===== config.mk =====
export PLATFORM = sky130hd
export DESIGN_NAME = snand_pe_seq
export DESIGN_NICKNAME = d
export VERILOG_FILES = /design/src/rtl/snand_pe_pkg.sv /design/src/rtl/snand_byte_shifter.sv /design/src/rtl/snand_frame_mux.sv /design/src/rtl/snand_pe_seq.sv
export SDC_FILE = /design/constraint.sdc
export NUM_CORES = 1
export LEC_CHECK = 0
export CORE_MARGIN = 4
export CORE_UTILIZATION = 50
export CTS_CLUSTER_DIAMETER = 60
export CTS_CLUSTER_SIZE = 28
export DETAILED_ROUTE_END_ITERATION = 6
export DONT_BUFFER_PORTS = 1
export GPL_TIMING_DRIVEN = 0
export PLACE_DENSITY = 0.65
export SYNTH_ARGS = -nofsm -noshare
export SYNTH_HDL_FRONTEND = slang
export SYNTH_SLANG_ARGS = --single-unit

===== constraint.sdc =====
create_clock -name clk -period 10.5 [get_ports clk]
set_clock_uncertainty 0.1 [all_clocks]
set_input_delay 0.525 -clock clk [delete_from_list [all_inputs] [get_ports clk]]
set_output_delay 0.525 -clock clk [all_outputs]
set_load 0.005 [all_outputs]

===== src/rtl/snand_pe_pkg.sv =====
package snand_pe_pkg;

    localparam int ROW_W = 16;
    localparam int COL_W = 16;

    localparam logic [7:0] CMD_WR_UNLOCK = 8'h06;
    localparam logic [7:0] CMD_WR_LOCK   = 8'h04;
    localparam logic [7:0] CMD_ERASE     = 8'hD8;
    localparam logic [7:0] CMD_LOAD      = 8'h02;
    localparam logic [7:0] CMD_EXEC      = 8'h10;
    localparam logic [7:0] CMD_GET_REG   = 8'h0F;
    localparam logic [7:0] REG_STATUS    = 8'hC0;

    localparam logic [7:0] STAT_BUSY_M   = 8'h01;
    localparam logic [7:0] STAT_EFAIL_M  = 8'h04;
    localparam logic [7:0] STAT_PFAIL_M  = 8'h08;

    localparam logic [1:0] RES_OK      = 2'b00;
    localparam logic [1:0] RES_FAIL    = 2'b01;
    localparam logic [1:0] RES_TIMEOUT = 2'b10;

    typedef enum logic [2:0] {
        FR_UNLOCK, FR_LOCK, FR_ERASE, FR_LOAD, FR_EXEC, FR_STAT
    } frame_e;

    typedef enum logic [1:0] {
        SQ_IDLE, SQ_GAP, SQ_XFER
    } seq_state_e;

endpackage


===== src/rtl/snand_byte_shifter.sv =====
module snand_byte_shifter #(
    parameter int DIV_W = 8
) (
    input  logic             clk,
    input  logic             rst_n,
    input  logic [DIV_W-1:0] div,
    input  logic             start,
    input  logic [7:0]       tx,
    output logic             byte_done,
    output logic [7:0]       rx,
    output logic             sck,
    output logic             mosi,
    input  logic             miso
);

    typedef struct packed {
        logic             busy;
        logic             sck;
        logic [2:0]       bit_idx;
        logic [DIV_W-1:0] tmr;
        logic [7:0]       sh;
        logic [7:0]       rx;
        logic             done;
    } sh_t;

    sh_t q, d;

    always_comb begin
        d      = q;
        d.done = 1'b0;
        if (!q.busy) begin
            if (start) begin
                d.busy    = 1'b1;
                d.sh      = tx;
                d.bit_idx = '0;
                d.tmr     = div;
                d.sck     = 1'b0;
            end
        end else if (q.tmr != '0) begin
            d.tmr = q.tmr - 1'b1;
        end else begin
            d.tmr = div;
            if (!q.sck) begin
                d.sck = 1'b1;
                d.rx  = {q.rx[6:0], miso};
            end else begin
                d.sck = 1'b0;
                if (q.bit_idx == 3'd7) begin
                    d.busy = 1'b0;
                    d.done = 1'b1;
                end else begin
                    d.bit_idx = q.bit_idx + 3'd1;
                    d.sh      = {q.sh[6:0], 1'b0};
                end
            end
        end
    end

    always_ff @(posedge clk or negedge rst_n) begin
        if (!rst_n) q <= '0;
        else        q <= d;
    end

    assign byte_done = q.done;
    assign rx        = q.rx;
    assign sck       = q.sck;
    assign mosi      = q.sh[7];

endmodule


===== src/rtl/snand_frame_mux.sv =====
module snand_frame_mux
    import snand_pe_pkg::*;
#(
    parameter int LEN_W = 12,
    localparam int IDX_W = LEN_W + 2
) (
    input  frame_e           kind,
    input  logic [IDX_W-1:0] idx,
    input  logic [ROW_W-1:0] row,
    input  logic [COL_W-1:0] col,
    input  logic [LEN_W-1:0] len,
    input  logic [7:0]       pay,
    output logic [7:0]       byte_out,
    output logic [IDX_W-1:0] last_idx,
    output logic             is_pay
);

    always_comb begin
        byte_out = 8'h00;
        last_idx = '0;
        is_pay   = 1'b0;
        unique case (kind)
            FR_UNLOCK: byte_out = CMD_WR_UNLOCK;
            FR_LOCK:   byte_out = CMD_WR_LOCK;
            FR_ERASE, FR_EXEC: begin
                last_idx = IDX_W'(3);
                unique case (idx)
                    IDX_W'(0): byte_out = (kind == FR_ERASE) ? CMD_ERASE : CMD_EXEC;
                    IDX_W'(2): byte_out = row[15:8];
                    IDX_W'(3): byte_out = row[7:0];
                    default:   byte_out = 8'h00;
                endcase
            end
            FR_STAT: begin
                last_idx = IDX_W'(2);
                unique case (idx)
                    IDX_W'(0): byte_out = CMD_GET_REG;
                    IDX_W'(1): byte_out = REG_STATUS;
                    default:   byte_out = 8'h00;
                endcase
            end
            FR_LOAD: begin
                last_idx = IDX_W'(len) + IDX_W'(2);
                is_pay   = (idx >= IDX_W'(3));
                unique case (idx)
                    IDX_W'(0): byte_out = CMD_LOAD;
                    IDX_W'(1): byte_out = col[15:8];
                    IDX_W'(2): byte_out = col[7:0];
                    default:   byte_out = pay;
                endcase
            end
            default: byte_out = 8'h00;
        endcase
    end

endmodule


===== src/rtl/snand_pe_seq.sv =====
module snand_pe_seq
    import snand_pe_pkg::*;
#(
    parameter int DIV_W      = 8,
    parameter int LEN_W      = 12,
    parameter int MAX_POLLS  = 100,
    parameter int CS_GAP     = 2,
    parameter int BLK_SHIFT  = 6,
    parameter int PAGE_SHIFT = 11,
    localparam int ADDR_W = ROW_W + PAGE_SHIFT
) (
    input  logic              clk,
    input  logic              rst_n,
    input  logic [DIV_W-1:0]  clk_div,
    input  logic              req_valid,
    output logic              req_ready,
    input  logic              req_erase,
    input  logic [ROW_W-1:0]  req_row,
    input  logic [COL_W-1:0]  req_col,
    input  logic [LEN_W-1:0]  req_len,
    input  logic              wr_valid,
    output logic              wr_ready,
    input  logic [7:0]        wr_data,
    output logic              done,
    output logic [1:0]        result,
    output logic [ADDR_W-1:0] fail_addr,
    output logic              spi_sck,
    output logic              spi_cs_n,
    output logic              spi_mosi,
    input  logic              spi_miso
);

    localparam int IDX_W  = LEN_W + 2;
    localparam int POLL_W = $clog2(MAX_POLLS + 1);
    localparam int GAP_W  = $clog2(CS_GAP + 1);
    localparam logic [ROW_W-1:0] BLK_STEP = ROW_W'(1) << BLK_SHIFT;
    localparam logic [ROW_W-1:0] ROW_MASK = ~(BLK_STEP - 1'b1);

    typedef struct packed {
        seq_state_e        st;
        frame_e            kind;
        logic              erase;
        logic [ROW_W-1:0]  row;
        logic [COL_W-1:0]  col;
        logic [LEN_W-1:0]  len;
        logic [LEN_W-1:0]  left;
        logic [POLL_W-1:0] polls;
        logic [IDX_W-1:0]  idx;
        logic [GAP_W-1:0]  gap;
        logic              inflight;
        logic              finish;
        logic              cs_n;
        logic              done;
        logic [1:0]        res;
        logic [ADDR_W-1:0] fail_addr;
    } seq_t;

    seq_t q, d;

    logic             eng_start, eng_done;
    logic [7:0]       eng_rx, fm_byte;
    logic [IDX_W-1:0] fm_last;
    logic             fm_pay;

    snand_frame_mux #(.LEN_W(LEN_W)) u_mux (
        .kind(q.kind), .idx(q.idx), .row(q.row), .col(q.col), .len(q.len),
        .pay(wr_data), .byte_out(fm_byte), .last_idx(fm_last), .is_pay(fm_pay)
    );

    snand_byte_shifter #(.DIV_W(DIV_W)) u_shift (
        .clk(clk), .rst_n(rst_n), .div(clk_div), .start(eng_start), .tx(fm_byte),
        .byte_done(eng_done), .rx(eng_rx), .sck(spi_sck), .mosi(spi_mosi),
        .miso(spi_miso)
    );

    logic stat_busy, stat_fail;
    assign stat_busy = (eng_rx & STAT_BUSY_M) != 8'h00;
    assign stat_fail = (eng_rx & (q.erase ? STAT_EFAIL_M : STAT_PFAIL_M)) != 8'h00;

    always_comb begin
        d         = q;
        d.done    = 1'b0;
        eng_start = 1'b0;
        wr_ready  = 1'b0;
        unique case (q.st)
            SQ_IDLE: begin
                if (req_valid) begin
                    d.erase  = req_erase;
                    d.row    = req_erase ? (req_row & ROW_MASK) : req_row;
                    d.col    = req_col;
                    d.len    = req_len;
                    d.left   = req_len;
                    d.kind   = FR_UNLOCK;
                    d.gap    = '0;
                    d.finish = 1'b0;
                    d.res    = RES_OK;
                    d.st     = SQ_GAP;
                end
            end
            SQ_GAP: begin
                if (q.gap == GAP_W'(CS_GAP - 1)) begin
                    if (q.finish) begin
                        d.done = 1'b1;
                        d.st   = SQ_IDLE;
                    end else begin
                        d.st   = SQ_XFER;
                        d.cs_n = 1'b0;
                        d.idx  = '0;
                    end
                end else begin
                    d.gap = q.gap + 1'b1;
                end
            end
            SQ_XFER: begin
                if (!q.inflight) begin
                    if (fm_pay) begin
                        wr_ready = 1'b1;
                        if (wr_valid) begin
                            eng_start  = 1'b1;
                            d.inflight = 1'b1;
                        end
                    end else begin
                        eng_start  = 1'b1;
                        d.inflight = 1'b1;
                    end
                end else if (eng_done) begin
                    d.inflight = 1'b0;
                    if (q.idx != fm_last) begin
                        d.idx = q.idx + 1'b1;
                    end else begin
                        d.cs_n = 1'b1;
                        d.gap  = '0;
                        d.st   = SQ_GAP;
                        unique case (q.kind)
                            FR_UNLOCK: d.kind = q.erase ? FR_ERASE : FR_LOAD;
                            FR_LOAD:   d.kind = FR_EXEC;
                            FR_ERASE, FR_EXEC: begin
                                d.kind  = FR_STAT;
                                d.polls = '0;
                            end
                            FR_STAT: begin
                                d.polls = q.polls + 1'b1;
                                if (stat_busy) begin
                                    if (q.polls == POLL_W'(MAX_POLLS - 1)) begin
                                        d.res       = RES_TIMEOUT;
                                        d.fail_addr = {q.row, PAGE_SHIFT'(0)};
                                        d.kind      = FR_LOCK;
                                    end
                                end else if (stat_fail) begin
                                    d.res       = RES_FAIL;
                                    d.fail_addr = {q.row, PAGE_SHIFT'(0)};
                                    d.kind      = FR_LOCK;
                                end else if (q.erase && q.left > LEN_W'(1)) begin
                                    d.left = q.left - 1'b1;
                                    d.row  = q.row + BLK_STEP;
                                    d.kind = FR_UNLOCK;
                                end else begin
                                    d.finish = 1'b1;
                                end
                            end
                            default: d.finish = 1'b1;
                        endcase
                    end
                end
            end
            default: d.st = SQ_IDLE;
        endcase
    end

    always_ff @(posedge clk or negedge rst_n) begin
        if (!rst_n) begin
            q      <= '0;
            q.cs_n <= 1'b1;
        end else begin
            q <= d;
        end
    end

    assign req_ready = (q.st == SQ_IDLE);
    assign done      = q.done;
    assign result    = q.res;
    assign fail_addr = q.fail_addr;
    assign spi_cs_n  = q.cs_n;

endmodule


==> results of run 1 <==
power groups by stage:
stage	Sequential [uW]	Combinational, uW	Clock, uW
4_1_cts	820	669	639
3_5_place_dp	828	653	0
5_1_grt	846	751	666
6_report	825	673	632
3_3_place_gp	818	624	0
2_1_floorplan	773	508	0
placed cells by master, fill, tap and decap left out, types with 16 or more instances in the layout:
cell type  Yosys  routed
clkbuf_1      33      34
nor2_1        52      52
nor3_1        19      19
nand2_1       91      91
clkbuf_16      0      17
inv_1         27      27
ha_1          17      17
o21ai_0       51      51
a22oi_1       17      17
nand3_1       28      28
dfrtp_1      132     132
o31ai_1       16      16
mux2_2        42      42
buf_4         29      29
a21oi_1       37      37
state kept, by name, indices dropped and copies added (netlist names), 2 cells and up:
register,cells
fail_addr,16
q,87
result,2
u_shift.q,19
u_shift.rx,4
logic make-up after synthesis:
kind of cell,after synthesis,synth area share (%)
multiplexers,68,9.73
buffers and inverters,101,6.42
XOR/XNOR,12,1.30
flip-flops,133,41.3
AO/OA/AOI/OAI,225,19.5
adder cells (fa/ha/maj),17,2.64
AND/OR/NAND/NOR,296,19.1
other,1,0.0465
through the flow:
stage | hold slack [ns] | instances | area [um^2]
3_3_place_gp | 0.136 | 1079 | 8370
6_report | -0.00465 | 1112 | 9020
3_5_place_dp | 0.135 | 1079 | 8370
2_1_floorplan | 0.129 | 863 | 8100
5_1_grt | 0.0395 | 1112 | 9020
4_1_cts | 0.0235 | 1112 | 9020
repair_timing:
action	CTS	global route
hold buffers	1	0
endpoints found under the setup margin	0	0
endpoints found under the hold margin	133	0
critical path: stages (launching register included):
cell and delay (ns):
dfrtp_1 0.38, ha_1 0.39, nand4b_2 0.25, nor4_1 0.41
nor3b_1 0.12, a2111oi_0 0.73, nand3_1 0.34, o21ai_2 0.48
clkbuf_1 0.48, o21ai_0 0.22, a21o_1 0.23
worst max-delay path by stage:
stage	startpoint	end	depth (start not counted)
floorplan	q[114]	fail_addr[16]	10
global placement	q[114]	q[65]	11
detailed placement	q[114]	q[63]	10
CTS	q[114]	q[60]	10
global route	q[114]	q[64]	10
finish	q[115]	q[60]	10
cell type report:
cell class,instances,area (um^2)
Sequential cell,133,3330
Fill cell,1378,6810
Timing Repair Buffer,1,27.5
Tap cell,216,270
Inverter,27,101
Clock inverter,14,191
Buffer,74,417
Clock buffer,18,429
Multi-Input combinational cell,629,4260
per-layer routing:
metal / vias to the layer above / wire length (um) / global-route usage, %
li1: 3180 / - / -
met1: 3398 / 9970 / 35.2
met2: 287 / 10800 / 40.9
met3: 31 / 1700 / 5.92
met4: 0 / 349 / 6.94
met5: - / 0 / 0
==> summary.md, run 1 <==
| Metric | Value |
|---|---|
| ANT nets after route | `0` |
| Max Freq | `0.234 GHz` |
| Worst hold margin | `-0.00465 ns` |
| Mapped Area | `around 8100 um^2` |
| Final nets | `966` |
| R2R Setup Slk | `6.23 ns` |
| Initial antenna violation count | `0` |
| Post-synth top area cell | `dfrtp_1` |
| Share of layout cells above drive strength 1 | `approximately 16%` |
| Vias | `slightly below 7000` |
| Fin util | `a little under three fifths` |
| WL/cell | `20.6 um` |
| Worst setup margin | `6.23 ns` |
| First-pass GRT wire length | `about 36 mm` |
| Seq cells post-synth | `133` |
| Via density | `6.20` |
| H-tree Lvls | `4` |
| Worst vdd ir | `0.144 mV` |
| Most numerous cell in the Yosys netlist | `dfrtp_1` |
| Worst slew pin tran | `about 1.2 ns` |
| Sequential Power Share | `38.7%` |
| Power per cell area | `~240 nW/um^2` |
| Diodes inserted | `0` |
| Total power | `roughly 2100 uW` |
| GRT Util Overall | `between 20 and 30%` |
| Setup TNS | `0 ns` |
| Hold/Removal Path Class | `input pin to asynchronous set/reset pin` |
| Crit path time final | `4.27 ns` |
| Post-synth ARST share | `100%` |
| Worst EP required | `10.72 ns` |
| Clk network pwr share | `29.7%` |
| Synth cell count leaders | `132 x dfrtp_1, 91 x nand2_1, 52 x nor2_1` |
| Post-synthesis sequential area ratio | `41.3%` |
| CTS sink cnt | `133` |
| Die span in x | `135 um` |
| Share of total power in combinational logic | `31.6%` |
| Clock tree buffer depth | `2` |
| Detailed Place HPWL | `16.9 mm` |
| Synthesized area per cell | `9.46 um^2` |
| Outcome | `finished, violations left` |
| Reg clk slew, reported paths | `0.07 ns` |
| Row count | `46` |
| TritonCTS clock tree | `built` |
| DRT Pass-1 Iters | `6` |
| Pre-CTS setup slack | `6.41 ns` |
| NetSw | `800 uW` |
| Synth Warn # | `0` |
| Max FO, Critical Path | `10` |
| Largest net degree at the start of global routing | `~130` |
| DRT iter0 DRCs | `between 500 and 600` |
| Rel. slew slack | `22.6%` |
| Crit. End Element | `flip-flop` |
| Main synth FF type | `dfrtp_1` |
| CTS Buf Count | `17` |
| WL final | `22.9 mm` |
| Mapped Cells | `853` |
| Number of setup buffers added after CTS | `0` |
| GP Congestion | `0.932` |
| # DRC | `0` |
| Period utilization | `between 40% and 50%` |
| Resized cells post-CTS | `0` |
| Max-Cap Viols | `0` |
| Vias in the first global route | `between 6000 and 7000` |
| Crit Reg-Reg Endpoint | `q[60]` |
| Sw frac | `37.6%` |
| Final setup viols | `0` |
| FF-to-FF path depth | `10` |
| Area growth, synth to finish | `11.9%` |
| Fin. Hold Viols | `3` |
| CP Launch Type | `flip-flop` |
| Leakage Power | `0.00386 uW` |
| Top cells by area, synth | `dfrtp_1 41%, mux2_2 5.9%, nand2_1 4.2%` |
| Core Box Area | `15800 um^2` |
| Initial Utilization | `51.0%` |
| CTS root buf | `clkbuf_16` |
| EDFF count, synth | `0` |
| Worst EP arrival | `4.48 ns` |
| Port Buffer Count | `0` |
| Remaining Overflow, GRT | `0` |
| P_int | `1330 uW` |
| FF-to-FF Start | `q[115]` |
| Worst-Skew Late Latency | `0.43 ns` |
| Failing checks | `hold timing` |
| Num ports | `101` |
| Yosys top cell area share | `40.9%` |
| CP Class | `flip-flop to flip-flop` |
| Die Area | `roughly 18000 um^2` |
| Fin. max-slew vios | `0` |
| RSZ-0062 raised after global routing | `false` |
| Die height | `135 um` |
| Synth cell types | `80` |
(Power assumes the default switching activity.)
==> run 2: changes to the inputs <==
--- a/config.mk
+++ b/config.mk
@@ -5,6 +5,7 @@
 export SDC_FILE = /design/constraint.sdc
 export NUM_CORES = 1
 export LEC_CHECK = 0
+export ABC_AREA = 1
 export CORE_MARGIN = 4
 export CORE_UTILIZATION = 50
 export CTS_CLUSTER_DIAMETER = 60
==> constraint.sdc (replaced) <==
create_clock -name clk -period 4.05 [get_ports clk]
set_clock_uncertainty 0.1 [all_clocks]
set_input_delay 0.2025 -clock clk [delete_from_list [all_inputs] [get_ports clk]]
set_output_delay 0.2025 -clock clk [all_outputs]
set_load 0.005 [all_outputs]
==> run 2 against run 1 <==
Compared with the run above:
- the flow finishes with violations (DRC)
- die area increased by 4.5%
- sequential power increased by 140%
- sequential cell count unchanged
- area after synthesis is 4.8% higher
- routed wire length is 2.0% higher
- sequential share of layout area is 3.5 points lower
- clock power rose to 2.5 times the previous value
==> summary.md, run 2 <==
| Metric | Value |
|---|---|
| Outcome | `finished, violations left (unchanged)` |
| Failing checks | `DRC (was hold timing)` |
| Core Box Area | `16600 um^2 (was 15800 um^2)` |
| Max stage delay on crit path | `0.49 ns (was 0.73 ns)` |
| CP Launch Type | `flip-flop (unchanged)` |
| CP Cell Sequence | `ha_1 -> buf_2 -> inv_1 -> nor2_8 -> buf_8 -> nand3_1 -> nand2_1 -> nand2_1 -> inv_1 -> nand3_1 -> nor2_2 -> nand3_2 -> nand2_2 -> nand2_1 -> buf_2 -> nand2_1 -> nand2_1 (was ha_1 -> nand4b_2 -> nor4_1 -> nor3b_1 -> a2111oi_0 -> nand3_1 -> o21ai_2 -> clkbuf_1 -> o21ai_0 -> a21o_1)` |
| Worst Setup EP | `q[58] (was q[60])` |
| Most common library cell in the layout ignoring fill and taps | `nand2_1 (was dfrtp_1)` |
| Max FO, Critical Path | `10 (unchanged)` |
| GP Congestion | `0.908 (was 0.932)` |
| EDFF count, synth | `0 (unchanged)` |
| Crit Reg-Reg Endpoint | `q[58] (was q[60])` |
| Worst vdd ir | `0.333 mV (was 0.144 mV)` |
| Crit path depth | `17 (was 10)` |
| Period utilization | `77.7% (was 40.6%)` |
| Number of setup buffers added after CTS | `0 (unchanged)` |
| Main synth FF type | `dfrtp_1 (unchanged)` |
| # DRC | `1 (was 0)` |
| Port Buffer Count | `0 (unchanged)` |
| Mapped Cells | `1209 (was 853)` |
| Final setup viols | `0 (unchanged)` |
| RSZ-0062 raised after global routing | `false (unchanged)` |
| Worst-Skew Late Latency | `0.42 ns (was 0.43 ns)` |
| FF-to-FF path depth | `17 (was 10)` |
| First-pass GRT wire length | `38.6 mm (was 36.4 mm)` |
| Vias in the first global route | `7627 (was 6638)` |
| H-tree Lvls | `4 (unchanged)` |
| Synthesized area per cell | `6.99 um^2 (was 9.46 um^2)` |
| Die height | `138 um (was 135 um)` |
| Crit. End Element | `flip-flop (unchanged)` |
| Power per cell area | `534 nW/um^2 (was 236 nW/um^2)` |
| GRT Util Overall | `24.6% (was 25.6%)` |
| Yosys top cell area share | `39.1% (was 40.9%)` |
| CP most frequent cell | `nand2_1` |
| Final Non-Filler Cells | `1529 (was 1112)` |
| Synth cell count leaders | `401 x nand2_1, 132 x dfrtp_1, 132 x inv_1 (was 132 x dfrtp_1, 91 x nand2_1, 52 x nor2_1)` |
| Worst EP required | `4.26 ns (was 10.72 ns)` |
| Post-synth ARST share | `100% (unchanged)` |
| TritonCTS clock tree | `built (unchanged)` |
| Largest net degree at the start of global routing | `134 (unchanged)` |
| Reg clk slew, reported paths | `0.06 ns (was 0.07 ns)` |
| Via density | `5.26 (was 6.20)` |
| Leakage Power | `0.00507 uW (was 0.00386 uW)` |
| CP startpoint | `q[115] (unchanged)` |
| Share of layout cells above drive strength 1 | `7.94% (was 16.3%)` |
| Leading cell types in the layout, fill and taps excluded | `401 x nand2_1, 132 x inv_1, 132 x dfrtp_1 (was 132 x dfrtp_1, 91 x nand2_1, 52 x nor2_1)` |
| Post-synthesis sequential area ratio | `39.4% (was 41.3%)` |
| Diodes inserted | `0 (unchanged)` |
| Max-Cap Viols | `0 (unchanged)` |
| Number of flip-flops in the largest register | `87 (unchanged)` |
| Initial Utilization | `51.0% (about the same)` |
| Synth Warn # | `0 (unchanged)` |
| Setup TNS | `0 ns (unchanged)` |
| Biggest register | `q (unchanged)` |
| Synth cell types | `46 (was 80)` |
| CP Class | `flip-flop to flip-flop (unchanged)` |
| Clock tree buffer depth | `2 (unchanged)` |
| Fin. max-slew vios | `0 (unchanged)` |
| Critical path's slowest cell | `dfrtp_1 (was a2111oi_0)` |
| DRT Pass-1 Iters | `7 (was 6)` |
| Seq cells post-synth | `133 (unchanged)` |
| CTS root buf | `clkbuf_16 (unchanged)` |
| Row count | `47 (was 46)` |
| Fin. Hold Viols | `0 (was 3)` |
| Detailed Place HPWL | `16.9 mm (about the same)` |
| Crit path time final | `3.15 ns (was 4.27 ns)` |
| Top cells by area, synth | `dfrtp_1 39%, nand2_1 18%, nand3_1 6.0% (was dfrtp_1 41%, mux2_2 5.9%, nand2_1 4.2%)` |
| Remaining Overflow, GRT | `0 (unchanged)` |
| Worst slew pin tran | `0.894 ns (was 1.15 ns)` |
| Initial antenna violation count | `0 (unchanged)` |
| CP top delay family | `simple AND/OR/NAND/NOR gates (was compound AO/OA/AOI/OAI gates)` |
| Max Freq | `0.318 GHz (was 0.234 GHz)` |
| Hold/Removal Path Class | `input pin to flip-flop (was input pin to asynchronous set/reset pin)` |
| Cell total after placement | `1439 (was 1079)` |
| DRT iter0 DRCs | `518 (was 537)` |
| Worst EP arrival | `3.35 ns (was 4.48 ns)` |
| Most numerous cell in the Yosys netlist | `nand2_1 (was dfrtp_1)` |
| Rel. slew slack | `40.2% (was 22.6%)` |
| CTS sink cnt | `133 (unchanged)` |
| Num ports | `101 (unchanged)` |
| R2R Setup Slk | `0.90 ns (was 6.23 ns)` |
| WL final | `23.3 mm (was 22.9 mm)` |
| Filler instances | `1581 (was 1378)` |
| Mapped Area | `8460 um^2 (was 8070 um^2)` |
| Post-synth top area cell | `dfrtp_1 (unchanged)` |
| CTS Buf Count | `17 (unchanged)` |
| Final nets | `1379 (was 966)` |
| WL/cell | `15.2 um (was 20.6 um)` |
| Die span in x | `138 um (was 135 um)` |
| Die Area | `19100 um^2 (was 18200 um^2)` |
| Vias | `8046 (was 6896)` |
| FF-to-FF Start | `q[115] (unchanged)` |
| Area growth, synth to finish | `18.0% (was 11.9%)` |
| Bufs and invs on worst path | `5 (was 1)` |
| ANT nets after route | `0 (unchanged)` |
## run 2: cell count changes after synthesis, moves of 12 or more
cell,previous run,this run
or4_1,12,0
mux2_2,42,0
inv_1,27,132
nand2_1,91,401
a22oi_1,17,3
nor2_1,52,99
o21ai_0,51,76
a22o_1,15,1
mux2i_1,15,0
nand4_1,9,40
nand3_1,28,102
## run 2: routing by layer
metal	vias up	routed length [um]	GRT usage [%]
li1	4044	-	-
met5	-	0	0
met3	42	1060	5.39
met4	0	503	7.12
met2	243	11300	41.0
met1	3717	10400	32.6
## run 2: cell type report
type,instances,area [um^2],share of cell area (%)
multi-input combinational,883,4240,42.5
sequential,133,3330,33.4
timing repair buffer,58,598,5.99
inverter,136,510,5.12
clock buffer,20,457,4.58
buffer,67,418,4.19
tap,220,275,2.76
clock inverter,12,153,1.53
## run 2: worst reg2reg max path, stage by stage, from the launching register on
cell,delay [ns]
dfrtp_1,0.49
ha_1,0.34
buf_2,0.19
inv_1,0.12
nor2_8,0.18
buf_8,0.15
nand3_1,0.08
nand2_1,0.06
nand2_1,0.06
inv_1,0.05
nand3_1,0.11
nor2_2,0.22
nand3_2,0.18
nand2_2,0.17
nand2_1,0.16
buf_2,0.24
nand2_1,0.09
nand2_1,0.06
## run 2: metrics by stage
step / total power [uW] / worst slack (ns) / utilization (%) / cell area, um^2 / hold WS [ns]
finish: 5330 / 0.902 / 60.2 / 9980 / 0.0204
global route: 5710 / 0.691 / 60.2 / 9980 / 0.0111
floorplan: 3170 / 1.50 / - / 8490 / -0.193
detailed placement: 3640 / 0.967 / 52.9 / 8770 / -0.190
global placement: 3600 / 0.990 / 52.9 / 8770 / -0.190
CTS: 5330 / 0.934 / 60.2 / 9980 / 0.00543
## run 2: cell families after synthesis
kind of cell               synth area share (%)
AOI/OAI and AO/OA                          10.1
xor gates and xnor gates                   1.76
adders and majority gates                  2.52
buffers and inverters                      11.0
DFF                                        39.4
other                                    0.0443
and+or+nand+nor                            35.2
## run 2: worst min path at each step
stage,startpoint,end,slack (ns),depth (start not counted)
CTS,req_valid,q[31],0.005,4
detailed placement,rst_n,u_shift.q[20],-0.19,0
global route,req_valid,q[31],0.01,4
floorplan,rst_n,done,-0.19,0
global placement,rst_n,u_shift.q[20],-0.19,0
finish,req_valid,q[31],0.02,4
## run 2: report_power, final
| part | internal (uW) | total, uW | switching (uW) | leakage, uW |
|---|---|---|---|---|
| sequential | 1690 | 1970 | 284 | 0.00172 |
| combinational | 578 | 1750 | 1170 | 0.00306 |
| clock | 1000 | 1600 | 603 | 0.000288 |
## run 2: what timing repair did
action                                  in CTS  in global routing
endpoints found under the setup margin       0                  0
hold buffers                                58                  0
hold endpoints to repair                   200                  0
gates resized for setup                      0                  0
